===== config.mk =====
export PLATFORM = sky130hd
export DESIGN_NAME = useq_sequencer
export DESIGN_NICKNAME = d
export VERILOG_FILES = /design/src/rtl/useq_pkg.sv /design/src/rtl/useq_dispatch.sv /design/src/rtl/useq_wait_hold.sv /design/src/rtl/useq_next.sv /design/src/rtl/useq_sequencer.sv
export SDC_FILE = /design/constraint.sdc
export NUM_CORES = 1
export LEC_CHECK = 0
export CORE_AREA = 5 5 42 44
export DETAILED_ROUTE_END_ITERATION = 6
export DIE_AREA = 0 0 47 49
export PLACE_DENSITY = 0.67
export SLEW_MARGIN = 20
export SYNTH_ARGS = -nofsm -noshare
export SYNTH_HDL_FRONTEND = slang
export SYNTH_HIERARCHICAL = 1
export SYNTH_SLANG_ARGS = --single-unit

===== constraint.sdc =====
create_clock -name clk -period 1.65 [get_ports clk]
set_input_delay 0.33 -clock clk [delete_from_list [all_inputs] [get_ports clk]]
set_output_delay 0.33 -clock clk [all_outputs]
set_load 0.01 [all_outputs]

===== src/rtl/useq_pkg.sv =====
package useq_pkg;

   typedef enum logic [1:0] {
      SEQ_RESTART  = 2'b00,
      SEQ_DISPATCH = 2'b01,
      SEQ_STEP     = 2'b10,
      SEQ_HOLD     = 2'b11
   } seq_ctl_e;

   localparam int unsigned TABLE_OP_W = 6;
   localparam int unsigned TABLE_UA_W = 4;

   // Opcode to first execute step; hit is low for an unlisted opcode.
   function automatic logic [TABLE_UA_W:0] dispatch_lookup(input logic [TABLE_OP_W-1:0] op);
      logic [TABLE_UA_W:0] res;
      case (op)
         6'b000000: res = {1'b1, 4'b0100};
         6'b000100: res = {1'b1, 4'b0011};
         6'b001101: res = {1'b1, 4'b0110};
         6'b100011: res = {1'b1, 4'b1000};
         6'b101011: res = {1'b1, 4'b1011};
         default:   res = {1'b0, 4'b0000};
      endcase
      return res;
   endfunction

endpackage


===== src/rtl/useq_dispatch.sv =====
module useq_dispatch #(
   parameter int unsigned OP_W       = 6,
   parameter int unsigned UA_W       = 4,
   parameter int unsigned FETCH_ADDR = 0
) (
   input  logic [OP_W-1:0] op_in,
   output logic [UA_W-1:0] target
);
   import useq_pkg::*;

   logic [TABLE_UA_W:0] entry;

   always_comb begin
      entry = dispatch_lookup(op_in);
   end

   generate
      if (UA_W == TABLE_UA_W) begin : g_same_w
         assign target = entry[TABLE_UA_W] ? entry[TABLE_UA_W-1:0] : UA_W'(FETCH_ADDR);
      end else begin : g_wide
         assign target = entry[TABLE_UA_W]
                         ? {{(UA_W-TABLE_UA_W){1'b0}}, entry[TABLE_UA_W-1:0]}
                         : UA_W'(FETCH_ADDR);
      end
   endgenerate
endmodule


===== src/rtl/useq_wait_hold.sv =====
module useq_wait_hold #(
   parameter int unsigned                   UA_W        = 4,
   parameter int unsigned                   FETCH_ADDR  = 0,
   parameter int unsigned                   N_DMEM      = 2,
   parameter logic [N_DMEM*UA_W-1:0]        DMEM_STATES = 8'hC9
) (
   input  logic [UA_W-1:0] cur,
   input  logic            imem_wait,
   input  logic            dmem_wait,
   output logic            hold
);
   logic [N_DMEM-1:0] dmem_hit;

   genvar gi;
   generate
      for (gi = 0; gi < N_DMEM; gi++) begin : g_dmem
         assign dmem_hit[gi] = (cur == DMEM_STATES[gi*UA_W +: UA_W]);
      end
   endgenerate

   assign hold = ((cur == UA_W'(FETCH_ADDR)) && imem_wait) || ((|dmem_hit) && dmem_wait);
endmodule


===== src/rtl/useq_next.sv =====
module useq_next #(
   parameter int unsigned UA_W       = 4,
   parameter int unsigned FETCH_ADDR = 0
) (
   input  useq_pkg::seq_ctl_e ctl,
   input  logic [UA_W-1:0]    cur,
   input  logic [UA_W-1:0]    disp_target,
   input  logic               hold,
   output logic [UA_W-1:0]    nxt
);
   import useq_pkg::*;

   always_comb begin
      nxt = cur;
      if (!hold) begin
         case (ctl)
            SEQ_RESTART:  nxt = UA_W'(FETCH_ADDR);
            SEQ_DISPATCH: nxt = disp_target;
            SEQ_STEP:     nxt = cur + UA_W'(1);
            default:      nxt = cur;
         endcase
      end
   end
endmodule


===== src/rtl/useq_sequencer.sv =====
module useq_sequencer #(
   parameter int unsigned            UA_W        = 4,
   parameter int unsigned            OP_W        = 6,
   parameter int unsigned            FETCH_ADDR  = 0,
   parameter int unsigned            N_DMEM      = 2,
   parameter logic [N_DMEM*UA_W-1:0] DMEM_STATES = 8'hC9
) (
   input  logic            clk,
   input  logic            rst,
   input  logic [1:0]      seq_ctl,
   input  logic [OP_W-1:0] opcode,
   input  logic            imem_wait,
   input  logic            dmem_wait,
   output logic [UA_W-1:0] uaddr
);
   import useq_pkg::*;

   localparam int unsigned UA_DEPTH = 1 << UA_W;

   generate
      if (UA_W < TABLE_UA_W) begin : g_bad_ua_w
         $error("UA_W is narrower than the dispatch table entries");
      end
      if (OP_W != TABLE_OP_W) begin : g_bad_op_w
         $error("OP_W must match the dispatch table opcode width");
      end
      if (FETCH_ADDR >= UA_DEPTH) begin : g_bad_fetch
         $error("FETCH_ADDR lies outside the micro-address space");
      end
      if (N_DMEM == 0) begin : g_bad_ndmem
         $error("N_DMEM must be at least one");
      end
   endgenerate

   logic [UA_W-1:0] upc_q;
   logic [UA_W-1:0] upc_d;
   logic [UA_W-1:0] disp_target;
   logic            wait_hold;
   seq_ctl_e        ctl;

   assign ctl = seq_ctl_e'(seq_ctl);

   useq_dispatch #(
      .OP_W       (OP_W),
      .UA_W       (UA_W),
      .FETCH_ADDR (FETCH_ADDR)
   ) i_dispatch (
      .op_in  (opcode),
      .target (disp_target)
   );

   useq_wait_hold #(
      .UA_W        (UA_W),
      .FETCH_ADDR  (FETCH_ADDR),
      .N_DMEM      (N_DMEM),
      .DMEM_STATES (DMEM_STATES)
   ) i_wait_hold (
      .cur       (upc_q),
      .imem_wait (imem_wait),
      .dmem_wait (dmem_wait),
      .hold      (wait_hold)
   );

   useq_next #(
      .UA_W       (UA_W),
      .FETCH_ADDR (FETCH_ADDR)
   ) i_next (
      .ctl         (ctl),
      .cur         (upc_q),
      .disp_target (disp_target),
      .hold        (wait_hold),
      .nxt         (upc_d)
   );

   always_ff @(posedge clk) begin
      if (rst) upc_q <= UA_W'(FETCH_ADDR);
      else     upc_q <= upc_d;
   end

   assign uaddr = upc_q;
endmodule


==> results of run 1 <==
## worst paths after layout
check	from	endpoint	cells after the start
setup reg to reg	uaddr[0]$_SDFF_PP0_	uaddr[3]$_SDFF_PP0_	7
setup / recovery	uaddr[0]$_SDFF_PP0_	uaddr[3]$_SDFF_PP0_	7
hold / removal	rst	uaddr[1]$_SDFF_PP0_	2
hold reg to reg	uaddr[1]$_SDFF_PP0_	uaddr[1]$_SDFF_PP0_	3
## placed cells by master (no fill, tap or decap), drive strengths merged, types with 3 or more instances in the layout
cell type / count
a21oi: 3
a22oi: 3
a31oi: 3
buf: 12
clkbuf: 4
clkdlybuf4s50: 11
dfxtp: 4
dlygate4sd2: 3
nand3: 5
nand4b: 3
nor2: 3
nor2b: 6
o21ai: 3
## worst register-to-register path: stages, from the launching register on
cell and delay [ps]:
dfxtp_4 330, or4b_4 520, a31oi_4 170, buf_6 160
nor4bb_2 50, a31oi_1 190, o211ai_2 100, nor2b_1 130
## cells in the mapped netlist (2+ instances only)
cell / count / share of area
nand3_1: 5 / 0.060
a31oi_1: 3 / 0.045
nor3_1: 2 / 0.024
o21ai_1: 2 / 0.024
nand4b_1: 3 / 0.063
nor2b_1: 6 / 0.090
nor4bb_1: 2 / 0.048
dfxtp_1: 4 / 0.19
buf_6: 2 / 0.054
a22oi_1: 3 / 0.054
nor2_1: 3 / 0.027
a21oi_1: 3 / 0.036
## metrics by stage
step / setup TNS, ps / utilization
after floorplan: -45.7 / -
after global placement: -1870 / 0.464
after detailed placement: -1960 / 0.464
after CTS: -421 / 0.510
after global routing: -613 / 0.530
final: -329 / 0.530
## per-layer routing
metal,part of all wire,up-vias,GRT usage
li1,-,261,-
met1,0.36,240,0.125
met2,0.59,8,0.224
met3,0.029,2,0.0148
met4,0.015,0,0.0922
met5,0,-,0
## logic make-up (layout without fill, tap and decap cells)
logic type	Yosys count	count (layout)	synth area share
and+or+nand+nor	27	27	0.431
AOI/OAI and AO/OA	14	14	0.238
DFF	4	4	0.193
buffers and inverters	3	32	0.0632
adders and majority gates	1	1	0.0301
xor gates and xnor gates	1	1	0.0211
muxes	1	1	0.0241
## repair_timing
action,4_1_cts,5_1_grt
cloned,1,0
hold buffers,0,0
gates resized for setup,11,4
pin swaps,7,5
setup buffers,0,0
endpoints found under the hold margin,0,0
setup endpoints to repair,4,4
## cell type report
| cell class | count | share of cell area |
|---|---|---|
| repair buffers | 27 | 0.323 |
| clock buffers | 4 | 0.0354 |
| well taps | 16 | 0.0269 |
| flip-flops and latches | 4 | 0.116 |
| multi-input cells | 44 | 0.493 |
| inverters | 1 | 0.00505 |
## power by group
| group | switching, mW | leakage, nW | total (mW) | internal, mW |
|---|---|---|---|---|
| registers | 0.00212 | 0.0341 | 0.101 | 0.0990 |
| clock network | 0.0409 | 0.0150 | 0.132 | 0.0908 |
| logic | 0.0536 | 0.244 | 0.121 | 0.0675 |
==> flow_summary.yaml, run 1 <==
floorplanning:
  dieHeight_um: 49
  io_pins: 16
  rows: 14
  design.core.area_um2: 1400
  dieArea_um2: 2300
  initial_core_util: 0.296
  die_x_um: 47
critical_path:
  crit_buf_inv: 1
  endpoint_kind: "flip-flop"
  start_kind: "flip-flop"
  path_cells: "or4b_4 > a31oi_4 > buf_6 > nor4bb_2 > a31oi_1 > o211ai_2 > nor2b_1"
  rrSetupSlack_ps: -120
  required_ps: 1770
  path_class: "reg2reg"
  cp_max_fo: 5
  critPathSlowestCell: "or4b_4"
  arrival_ps: 1890
  critPathMaxStageDelay_ps: 520
  path_delay_family: "simple AND/OR/NAND/NOR gates"
clock_tree:
  cts_tree: "built"
  cts_buffer_depth: 2
  cts.sinks: 4
  cts-htree-levels: 1
  clk_pin_slew_ps: 40
  root_buffer: "clkbuf_4"
  clk_latency_ps: 230
  cts_buffers: 3
cells_and_area:
  register_area_um2: 86.3
  fin_cells: 96
  multi_input_area_um2: 367
  syn_to_final_growth_pct: 78.9
  antennaDiodeCount: 0
  final_nets: 94
  fillers: 134
  final_area_um2: 743
  largest_reg_flops: 4
  layout-drive-gt1-share: 0.325
run_status:
  outcome: "finished, violations left"
  violations: "setup timing"
placed_design:
  gp_congestion: 0.712
  placed_area_um2: 651
  post-place-cells: 91
  dp_slack_ps: -536
  io_buffers: 15
grt:
  grt_pass1_wl_mm: 2.19
  antenna_found_initial: 0
  grt_max_degree: 11
  grt_pass1_vias: 543
  grt_usage: 0.127
  grt.overflow.total: 0
timing:
  clock_skew_ps: 7.67
  finalHoldViolations: 0
  setup_violations: 4
  rsz0062_at_grt: "yes"
  maxSlewHeadroom: 0.765
  fin_hold_ws_ps: 720
  finalCritPeriodShare: 1.07
  slew_violations: 0
  worst_slew_pin_slew_ps: 351
  fin_crit_ps: 1770
  finalWorstSetupSlack_ps: -123
  fmax_mhz: 564
drt:
  drcViolationCount: 0
  ant_nets: 0
  first_pass_iters: 4
  via_per_inst: 5.32
  finalWirelength_mm: 1.36
  via_count: 511
  drtIter0Drc: 7
  wl_per_cell_um: 14.1
power:
  totalPowerFinal_uw: 354
  power_density_nw_per_um2: 476
  ir_drop_v: 0.000164
  power_leakage_nw: 0.293
flow_run:
  max_cap_viol_count: 0
logic_synthesis:
  synth_edf_count: 0
  yosysWarningCount: 6
  synthCells: 51
  async_flop_share: 0
  yosysUniqueCellTypes: 25
  synth_nets: 64
  syn_area_um2: 415
  seq_area_frac_synth: 0.193
  ys.flop_type: "dfxtp_1"
  synth-seq-cells: 4
  syn_area_per_cell_um2: 8.15
min_path:
  hold_class: "in2reg"
(Power assumes the default switching activity.)
==> inputs of run 2 (changes only) <==
--- a/config.mk
+++ b/config.mk
@@ -6,9 +6,11 @@
 export NUM_CORES = 1
 export LEC_CHECK = 0
 export CORE_AREA = 5 5 42 44
+export CTS_BUF_LIST = sky130_fd_sc_hd__clkbuf_16
 export DETAILED_ROUTE_END_ITERATION = 6
 export DIE_AREA = 0 0 47 49
 export PLACE_DENSITY = 0.67
+export REMOVE_ABC_BUFFERS = 1
 export SLEW_MARGIN = 20
 export SYNTH_ARGS = -nofsm -noshare
 export SYNTH_HDL_FRONTEND = slang
==> flow_summary.yaml, run 2 (same netlist as run 1, synthesis figures left out) <==
cells_and_area:
  syn_to_final_growth_pct: 84.6
  largest_reg_flops: 4
  final_nets: 95
  final_cell_mix: "11 x buf_4, 11 x clkdlybuf4s50_1, 5 x nor2b_1, 5 x nand3_1, 4 x dlygate4sd2_1"
  antennaDiodeCount: 0
  layout-drive-gt1-share: 0.300
  final_core_util: 0.547
  fin_cells: 96
run_status:
  violations: "setup timing"
  outcome: "finished, violations left"
drt:
  finalWirelength_mm: 1.26
  first_pass_iters: 3
  wl_per_cell_um: 13.1
  ant_nets: 0
  drtIter0Drc: 8
  via_per_inst: 5.34
  drcViolationCount: 0
  via_count: 513
placed_design:
  post-place-cells: 91
  io_buffers: 15
  hpwl_um: 917
  dp_slack_ps: -513
  gp_congestion: 0.687
min_path:
  hold_depth: 2
  worstHoldEndpoint: "uaddr[0]$_SDFF_PP0_"
  min_from: "rst"
  hold_class: "in2reg"
power:
  clkPwrFrac: 0.628
  power_density_nw_per_um2: 774
  power_leakage_nw: 0.306
  swShare: 0.193
  p_int_uw: 479
  ir_drop_v: 0.000231
  p_sw_uw: 115
  pwr-share-seq: 0.172
  comb_power_share: 0.201
critical_path:
  critPathMaxStageDelay_ps: 540
  cp_max_fo: 4
  rrSetupSlack_ps: -110
  path_class: "reg2reg"
  critPathSlowestCell: "or4b_4"
  r2r-end: "uaddr[0]$_SDFF_PP0_"
  path_cells: "or4b_4 > a31oi_4 > buf_4 > buf_6 > nor3_1 > a21oi_1 > o21ai_1 > nor2b_1"
  endpoint_kind: "flip-flop"
  required_ps: 1760
  r2r_start: "uaddr[0]$_SDFF_PP0_"
  arrival_ps: 1870
  start_kind: "flip-flop"
  r2r_cells: 8
grt:
  grt.overflow.total: 0
  grt_usage: 0.122
  grt_pass1_vias: 510
  grt_pass1_wl_mm: 2.06
  antenna_found_initial: 0
  grt_max_degree: 11
floorplanning:
  rows: 14
  design.core.area_um2: 1400
  dieHeight_um: 49
  io_pins: 16
  die_x_um: 47
  dieArea_um2: 2300
  initial_core_util: 0.296
clock_tree:
  root_buffer: "clkbuf_16"
  cts-htree-levels: 1
  clk_pin_slew_ps: 30
  cts_buffers: 3
  cts.sinks: 4
  clk_latency_ps: 220
  cts_hold_buf: 0
  cts_tree: "built"
  cts_buffer_depth: 2
timing:
  finalHoldViolations: 0
  finalCritPeriodShare: 1.06
  rsz0062_at_grt: "yes"
  setup_violations: 4
  fin_hold_ws_ps: 732
  clock_skew_ps: 0.381
  slew_violations: 0
  worst_slew_pin_slew_ps: 305
  maxSlewHeadroom: 0.796
  fmax_mhz: 569
  fin_crit_ps: 1760
  tns_ps: -328
  finalWorstSetupSlack_ps: -107
flow_run:
  max_cap_viol_count: 0
[run 2: timing repair]
item                                    CTS  global route
cloned                                    1             0
endpoints found under the setup margin    4             5
buffers inserted                          1             0
pin swaps                                 7             2
resized for setup                        11             2
[run 2: per-layer routing]
metal  wire length [um]  vias to the layer above  track usage
met5                  0                        -            0
met4                 21                        0       0.0691
met3                 54                        4       0.0332
met2                704                       13        0.208
met1                480                      234        0.127
li1                   -                      262            -
[run 2: worst max path at each step]
stage                          endpoint           startpoint
finish              uaddr[0]$_SDFF_PP0_  uaddr[0]$_SDFF_PP0_
global route        uaddr[3]$_SDFF_PP0_  uaddr[0]$_SDFF_PP0_
CTS                 uaddr[3]$_SDFF_PP0_  uaddr[0]$_SDFF_PP0_
detailed placement  uaddr[3]$_SDFF_PP0_            imem_wait
global placement    uaddr[3]$_SDFF_PP0_            imem_wait
floorplan           uaddr[3]$_SDFF_PP0_  uaddr[0]$_SDFF_PP0_
[run 2: power groups by stage]
stage               clock (mW)  sequential [mW]  combinational (mW)
finish                   0.373            0.102               0.119
global route             0.386            0.102               0.129
CTS                      0.376            0.102               0.118
detailed placement           0            0.103               0.104
global placement             0            0.103               0.103
floorplan                    0            0.106              0.0318
[run 2: cell type report]
cell class / instances / area [um2]
timing repair buffer: 28 / 250
inverter: 1 / 3.75
multi-input combinational: 44 / 337
sequential: 4 / 81.3
tap: 16 / 20.0
fill: 141 / 634
clock buffer: 3 / 75.1
[run 2: through the flow]
stage / instance area, um2 / total power, mW
after floorplan: 393 / 0.137
after global placement: 646 / 0.205
after detailed placement: 646 / 0.207
after CTS: 763 / 0.596
after global routing: 767 / 0.618
final: 767 / 0.594
[run 2: critical path: cells and delay by family, from the launching register on]
family                 cells  cell delay, ps
flip-flops                 1             300
buffers and inverters      2             240
AND/OR/NAND/NOR            3             700
AO/OA/AOI/OAI              3             380
